[config.mk]
export PLATFORM = sky130hd
export DESIGN_NAME = irq_accept_core
export DESIGN_NICKNAME = d
export VERILOG_FILES = /design/src/rtl/irq_core_pkg.sv /design/src/rtl/irq_flag_bank.sv /design/src/rtl/irq_mask_ctrl.sv /design/src/rtl/irq_pick.sv /design/src/rtl/irq_accept_core.sv
export SDC_FILE = /design/constraint.sdc
export NUM_CORES = 1
export LEC_CHECK = 0
export BUFFER_PORTS_ARGS = -buffer_cell sky130_fd_sc_hd__clkbuf_2
export CELL_PAD_IN_SITES_DETAIL_PLACEMENT = 1
export CELL_PAD_IN_SITES_GLOBAL_PLACEMENT = 2
export CORE_AREA = 10 10 100 102
export DETAILED_ROUTE_END_ITERATION = 16
export DIE_AREA = 0 0 110 112
export PLACE_DENSITY_LB_ADDON = 0.12
export SYNTH_ARGS = -nofsm -noshare
export SYNTH_HDL_FRONTEND = slang
export SYNTH_HIERARCHICAL = 1
export SYNTH_SLANG_ARGS = --single-unit
[constraint.sdc]
create_clock -name clk -period 3.43 [get_ports clk]
set_clock_uncertainty 0.2 [all_clocks]
set_input_delay 0.343 -clock clk [delete_from_list [all_inputs] [get_ports clk]]
set_output_delay 0.343 -clock clk [all_outputs]
set_load 0.02 [all_outputs]
[src/rtl/irq_core_pkg.sv]
package irq_core_pkg;
  localparam int unsigned LINES_DEF = 16;
  // lines that bypass every mask: 0 (reset request) and 15 (non-maskable)
  localparam logic [LINES_DEF-1:0] NM_DEF = 16'h8001;
endpackage

[src/rtl/irq_flag_bank.sv]
module irq_flag_bank #(
  parameter int unsigned N = 16,
  localparam int unsigned IW = $clog2(N)
) (
  input  logic          clk,
  input  logic          rst_n,
  input  logic [N-1:0]  req,
  input  logic          wr_en,
  input  logic [N-1:0]  wr_data,
  input  logic          take,
  input  logic [IW-1:0] take_idx,
  output logic [N-1:0]  flags
);
  logic [N-1:0] req_q, rise, clr_vec, base;

  assign rise    = req & ~req_q;
  assign clr_vec = take ? ({{(N-1){1'b0}}, 1'b1} << take_idx) : '0;
  // software write replaces, take clears, a new edge always sets
  assign base    = wr_en ? wr_data : (flags & ~clr_vec);

  always_ff @(posedge clk) begin
    if (!rst_n) begin
      req_q <= '0;
      flags <= '0;
    end else begin
      req_q <= req;
      flags <= base | rise;
    end
  end

  p_edge_sets_r2: assert property (@(posedge clk) disable iff (!rst_n)
    (rise != '0) |=> ((flags & $past(rise)) == $past(rise)));

  p_take_clears_r6: assert property (@(posedge clk) disable iff (!rst_n)
    (take && !wr_en && !rise[take_idx]) |=> !flags[$past(take_idx)]);

  p_take_vs_edge_r7: assert property (@(posedge clk) disable iff (!rst_n)
    (take && rise[take_idx]) |=> flags[$past(take_idx)]);
endmodule

[src/rtl/irq_mask_ctrl.sv]
module irq_mask_ctrl #(
  parameter int unsigned N = 16
) (
  input  logic         clk,
  input  logic         rst_n,
  input  logic         en_we,
  input  logic [N-1:0] en_wdata,
  input  logic         gm_set,
  input  logic         gm_clr,
  input  logic         take,
  input  logic         dbg_set,
  input  logic         dbg_clr,
  output logic [N-1:0] en_q,
  output logic         gmask,
  output logic         dbgm
);
  always_ff @(posedge clk) begin
    if (!rst_n) begin
      en_q  <= '0;
      gmask <= 1'b1;
      dbgm  <= 1'b1;
    end else begin
      if (en_we) en_q <= en_wdata;
      if (take || gm_set)  gmask <= 1'b1;
      else if (gm_clr)     gmask <= 1'b0;
      if (dbg_set)         dbgm  <= 1'b1;
      else if (dbg_clr)    dbgm  <= 1'b0;
    end
  end

  p_take_masks_r6: assert property (@(posedge clk) disable iff (!rst_n)
    take |=> gmask);

  p_clr_releases_r9: assert property (@(posedge clk) disable iff (!rst_n)
    (gm_clr && !gm_set && !take) |=> !gmask);

  p_dbg_set_wins_r10: assert property (@(posedge clk) disable iff (!rst_n)
    dbg_set |=> dbgm);
endmodule

[src/rtl/irq_pick.sv]
module irq_pick #(
  parameter int unsigned N = 16,
  parameter logic [N-1:0] NM = irq_core_pkg::NM_DEF,
  localparam int unsigned IW = $clog2(N)
) (
  input  logic          clk,
  input  logic          rst_n,
  input  logic [N-1:0]  flags,
  input  logic [N-1:0]  en,
  input  logic          gmask,
  input  logic          dbgm,
  output logic          valid,
  output logic [IW-1:0] idx
);
  logic [N-1:0]  nm_pend, mk_pend;
  logic [IW-1:0] nm_idx, mk_idx;

  assign nm_pend = flags & NM;
  assign mk_pend = flags & ~NM & en & {N{~gmask & ~dbgm}};

  // descending scan leaves the lowest set bit in each tier
  always_comb begin
    nm_idx = '0;
    mk_idx = '0;
    for (int i = N - 1; i >= 0; i--) begin
      if (nm_pend[i]) nm_idx = IW'(i);
      if (mk_pend[i]) mk_idx = IW'(i);
    end
  end

  assign valid = (|nm_pend) || (|mk_pend);
  assign idx   = (|nm_pend) ? nm_idx : mk_idx;

  p_offer_has_flag_r5: assert property (@(posedge clk) disable iff (!rst_n)
    valid |-> flags[idx]);

  p_maskable_gated_r3: assert property (@(posedge clk) disable iff (!rst_n)
    (valid && !NM[idx]) |-> (en[idx] && !gmask && !dbgm));

  p_nm_first_r4: assert property (@(posedge clk) disable iff (!rst_n)
    (nm_pend != '0) |-> (valid && NM[idx]));
endmodule

[src/rtl/irq_accept_core.sv]
module irq_accept_core #(
  parameter int unsigned N = irq_core_pkg::LINES_DEF,
  parameter logic [N-1:0] NM = irq_core_pkg::NM_DEF,
  localparam int unsigned IW = $clog2(N)
) (
  input  logic          clk,
  input  logic          rst_n,
  input  logic [N-1:0]  irq_req,
  input  logic          en_we,
  input  logic [N-1:0]  en_wdata,
  output logic [N-1:0]  en_rdata,
  input  logic          flag_we,
  input  logic [N-1:0]  flag_wdata,
  output logic [N-1:0]  flag_rdata,
  input  logic          gmask_set,
  input  logic          gmask_clr,
  output logic          gmask_o,
  input  logic          dbg_set,
  input  logic          dbg_clr,
  output logic          dbg_o,
  output logic          take_valid,
  input  logic          take_ready,
  output logic [IW-1:0] take_idx
);
  logic [N-1:0] flags, en_q;
  logic         gmask, dbgm, take;

  assign take = take_valid && take_ready;

  irq_flag_bank #(.N(N)) u_flags (
    .clk(clk), .rst_n(rst_n), .req(irq_req),
    .wr_en(flag_we), .wr_data(flag_wdata),
    .take(take), .take_idx(take_idx), .flags(flags)
  );

  irq_mask_ctrl #(.N(N)) u_masks (
    .clk(clk), .rst_n(rst_n), .en_we(en_we), .en_wdata(en_wdata),
    .gm_set(gmask_set), .gm_clr(gmask_clr), .take(take),
    .dbg_set(dbg_set), .dbg_clr(dbg_clr),
    .en_q(en_q), .gmask(gmask), .dbgm(dbgm)
  );

  irq_pick #(.N(N), .NM(NM)) u_pick (
    .clk(clk), .rst_n(rst_n), .flags(flags), .en(en_q),
    .gmask(gmask), .dbgm(dbgm), .valid(take_valid), .idx(take_idx)
  );

  assign en_rdata   = en_q;
  assign flag_rdata = flags;
  assign gmask_o    = gmask;
  assign dbg_o      = dbgm;

  p_stall_holds_r11: assert property (@(posedge clk) disable iff (!rst_n)
    (take_valid && !take_ready && !flag_we && !gmask_set && !gmask_clr
     && !dbg_set && !dbg_clr && !en_we) |=> (take_valid && $stable(flag_rdata)));
endmodule

==> metrics.csv <==
metric,value,unit
crit path capture type,output pin,
Syn Area/Cell,9.67,um^2
first-pass GRT wire length,11600,um
Die X,110,um
layout cells sized above 1,0.352,
Synth top area share,0.442,
CTS tree,done,
clock-pin slew on the worst setup and hold paths,0.09,ns
fin crit share,0.773,
metal3 WL,494,um
cell count after synthesis,234,
Core Box Area,8050,um^2
WL met1,3300,um
setup slack at placement,0.843,ns
synthesized cell area,2260,um^2
"commonest non-fill, non-tap cell in the layout",clkbuf_2,
worst ir drop on vdd,0.000156,V
H-tree depth,2,
# rows,33,
DIE HEIGHT,112,um
Detail Route Antenna Nets,0,
post_cts resized,0,
Post CTS Setup Buffer Count,0,
Overall Global Routing Usage,0.119,
Final Hold Vio Count,0,
Synth Register Bits,50,
vias per inst,4.68,
Hold Crit Class,input port to register,
GR Overflow Total,0,
"Cell Chain, Critical Path",a22oi_1 -> nand2_1 -> a2111o_1 -> o22ai_1 -> clkbuf_2,
Synth-to-Final Area Change,27.7,%
largest cells by area after synthesis,"dfxtp_1 (44%), mux2i_1 (7.1%), a22oi_1 (4.6%)",
Finished Cell Area,2890,um^2
Post-synth EDFFs,0,
vias in the first global route,2181,
sequential share of the synthesized area,0.442,
Bufs on Longest Clock Path,2,
WS Path Type,register to output pin,
Fmax,377,MHz
drt initial violations,55,
Synth area leader,dfxtp_1,
Multi-input gate area,1100,um^2
most frequent cells in the layout,"clkbuf_2 (95), dfxtp_1 (50), inv_1 (18)",
Initial Util,0.281,
fin util,0.359,
I/O Pins,96,
r2r startpoint,u_flags/flags[4]$_SDFF_PN0_,
Port Buffer Count,95,
Worst-Margin Slew,0.541,ns
CP max FO,5,
CP max-delay cell,a2111o_1,
fin nets,386,
TritonCTS Buffers,5,
Top delay family on crit path,compound AO/OA/AOI/OAI gates,
crit path DAT,2.11,ns
number of fill cells,995,
Slowest Stage Delay on Critical Path,0.43,ns
"Top FF cell, synth",dfxtp_1,
Static Leakage,1.32,nW
wire length per cell,17.0,um
HP Start,dbg_set,
pwr dens,441,nW/um^2
Required @ worst endpoint,2.89,ns
DP Area,2800,um^2
Antenna Cells,0,
Startpoint Class,register,
CP Launch Point,u_flags/flags[4]$_SDFF_PN0_,
clock root buffer,clkbuf_8,
Max Slew Vio Count,0,
DRC Markers,0,
routability congestion estimate,0.782,
FF+latch area,1000,um^2
combined buffer and inverter count along the critical path,1,
Worst-Skew Late Latency,0.30,ns
drt first pass iters,4,
slew margin rel.,0.639,
Top Layer Used,met4,
CTS Sinks,50,
post-route setup slack,0.780,ns
Synth cell types,43,
RSZ-0062 raised after global routing,false,
"Hold-fix buffers, CTS",0,
largest net degree at the start of global routing,31,
# setup viols final,0,
Routed WL,7420,um
Detail Placement HPWL,6070,um
Post-synth ARST share,0,
Met2 Wirelength,3570,um
Yosys warnings,6,
status,"finished, final reports clean",
vias,2034,
Synth Net Count,291,
Max Cap Viol,0,
initial antenna violation count,0,
TNS Setup,0,ns
fin crit period,2.65,ns
die area,12300,um^2
[logic make-up after synthesis]
| family | count (synthesis) | share of synthesized area |
|---|---|---|
| and+or+nand+nor | 75 | 0.196 |
| AOI/OAI and AO/OA | 65 | 0.219 |
| DFF | 50 | 0.442 |
| buffers and inverters | 28 | 0.0713 |
| muxes | 16 | 0.0708 |
[cell type report]
class	count	share of cell area
multi-input cells	156	0.381
flip-flops and latches	50	0.346
well taps	105	0.0455
clock buffers	7	0.0299
clock inverters	1	0.00173
inverters	18	0.0234
repair buffers	98	0.172
[where the power goes]
part	total [mW]	switching, mW	internal (mW)
Sequential	0.660	0.0398	0.621
Combinational	0.260	0.150	0.110
Clock	0.355	0.192	0.163
Total	1.28	0.382	0.893
[worst register-to-register path: cells and delay by family (launching register included)]
family	cells	cell delay, ns
AOI/OAI and AO/OA	5	1.51
and+or+nand+nor	2	0.38
DFF	1	0.35
[synth_stat cells (2+ instances only)]
cell       n
o21ai_1   10
mux2i_1   16
a311oi_1   2
nand3_1    6
nand3b_1   3
o211ai_1   9
buf_2      2
nand2b_1   7
clkbuf_1   2
dfxtp_1   50
a22o_1     2
nor2_1     7
o311ai_1   2
a32o_1     5
a22oi_1   14
o21ai_0    7
inv_1     18
nand2b_4   2
buf_6      3
and2_1    14
nand2_1   16
nor2b_1   16
[registers in the layout (all words and copies together) (netlist names)]
name / cells
u_flags/flags: 16
u_flags/req_q: 16
u_masks/en_q: 16
u_masks/dbgm: 1
u_masks/gmask: 1
[through the flow]
stage	hold slack [ns]	std cells	power, mW
floorplan	0.249	234	0.830
global placement	0.305	427	0.939
detailed placement	0.310	427	0.942
CTS	0.0130	435	1.31
global route	0.0363	435	1.36
finish	0.0312	435	1.28
[metal layers]
metal,global-route usage,up-vias
li1,-,1027
met1,0.144,951
met2,0.200,51
met3,0.0329,5
met4,0.0313,0
met5,0,-
[path summary, 6_finish.rpt]
| path | cells past startpoint | to | slack (ns) |
|---|---|---|---|
| worst max-delay path | 5 | take_idx[3] | 0.78 |
| worst min-delay path | 2 | u_masks/dbgm$_SDFFE_PP1P_ | 0.03 |
| worst max register to register | 7 | u_flags/flags[12]$_SDFF_PN0_ | 0.85 |
| worst min register to register | 2 | u_masks/en_q[0]$_SDFFE_PN0P_ | 0.32 |
Note: power is estimated with default switching activity, not from simulation.
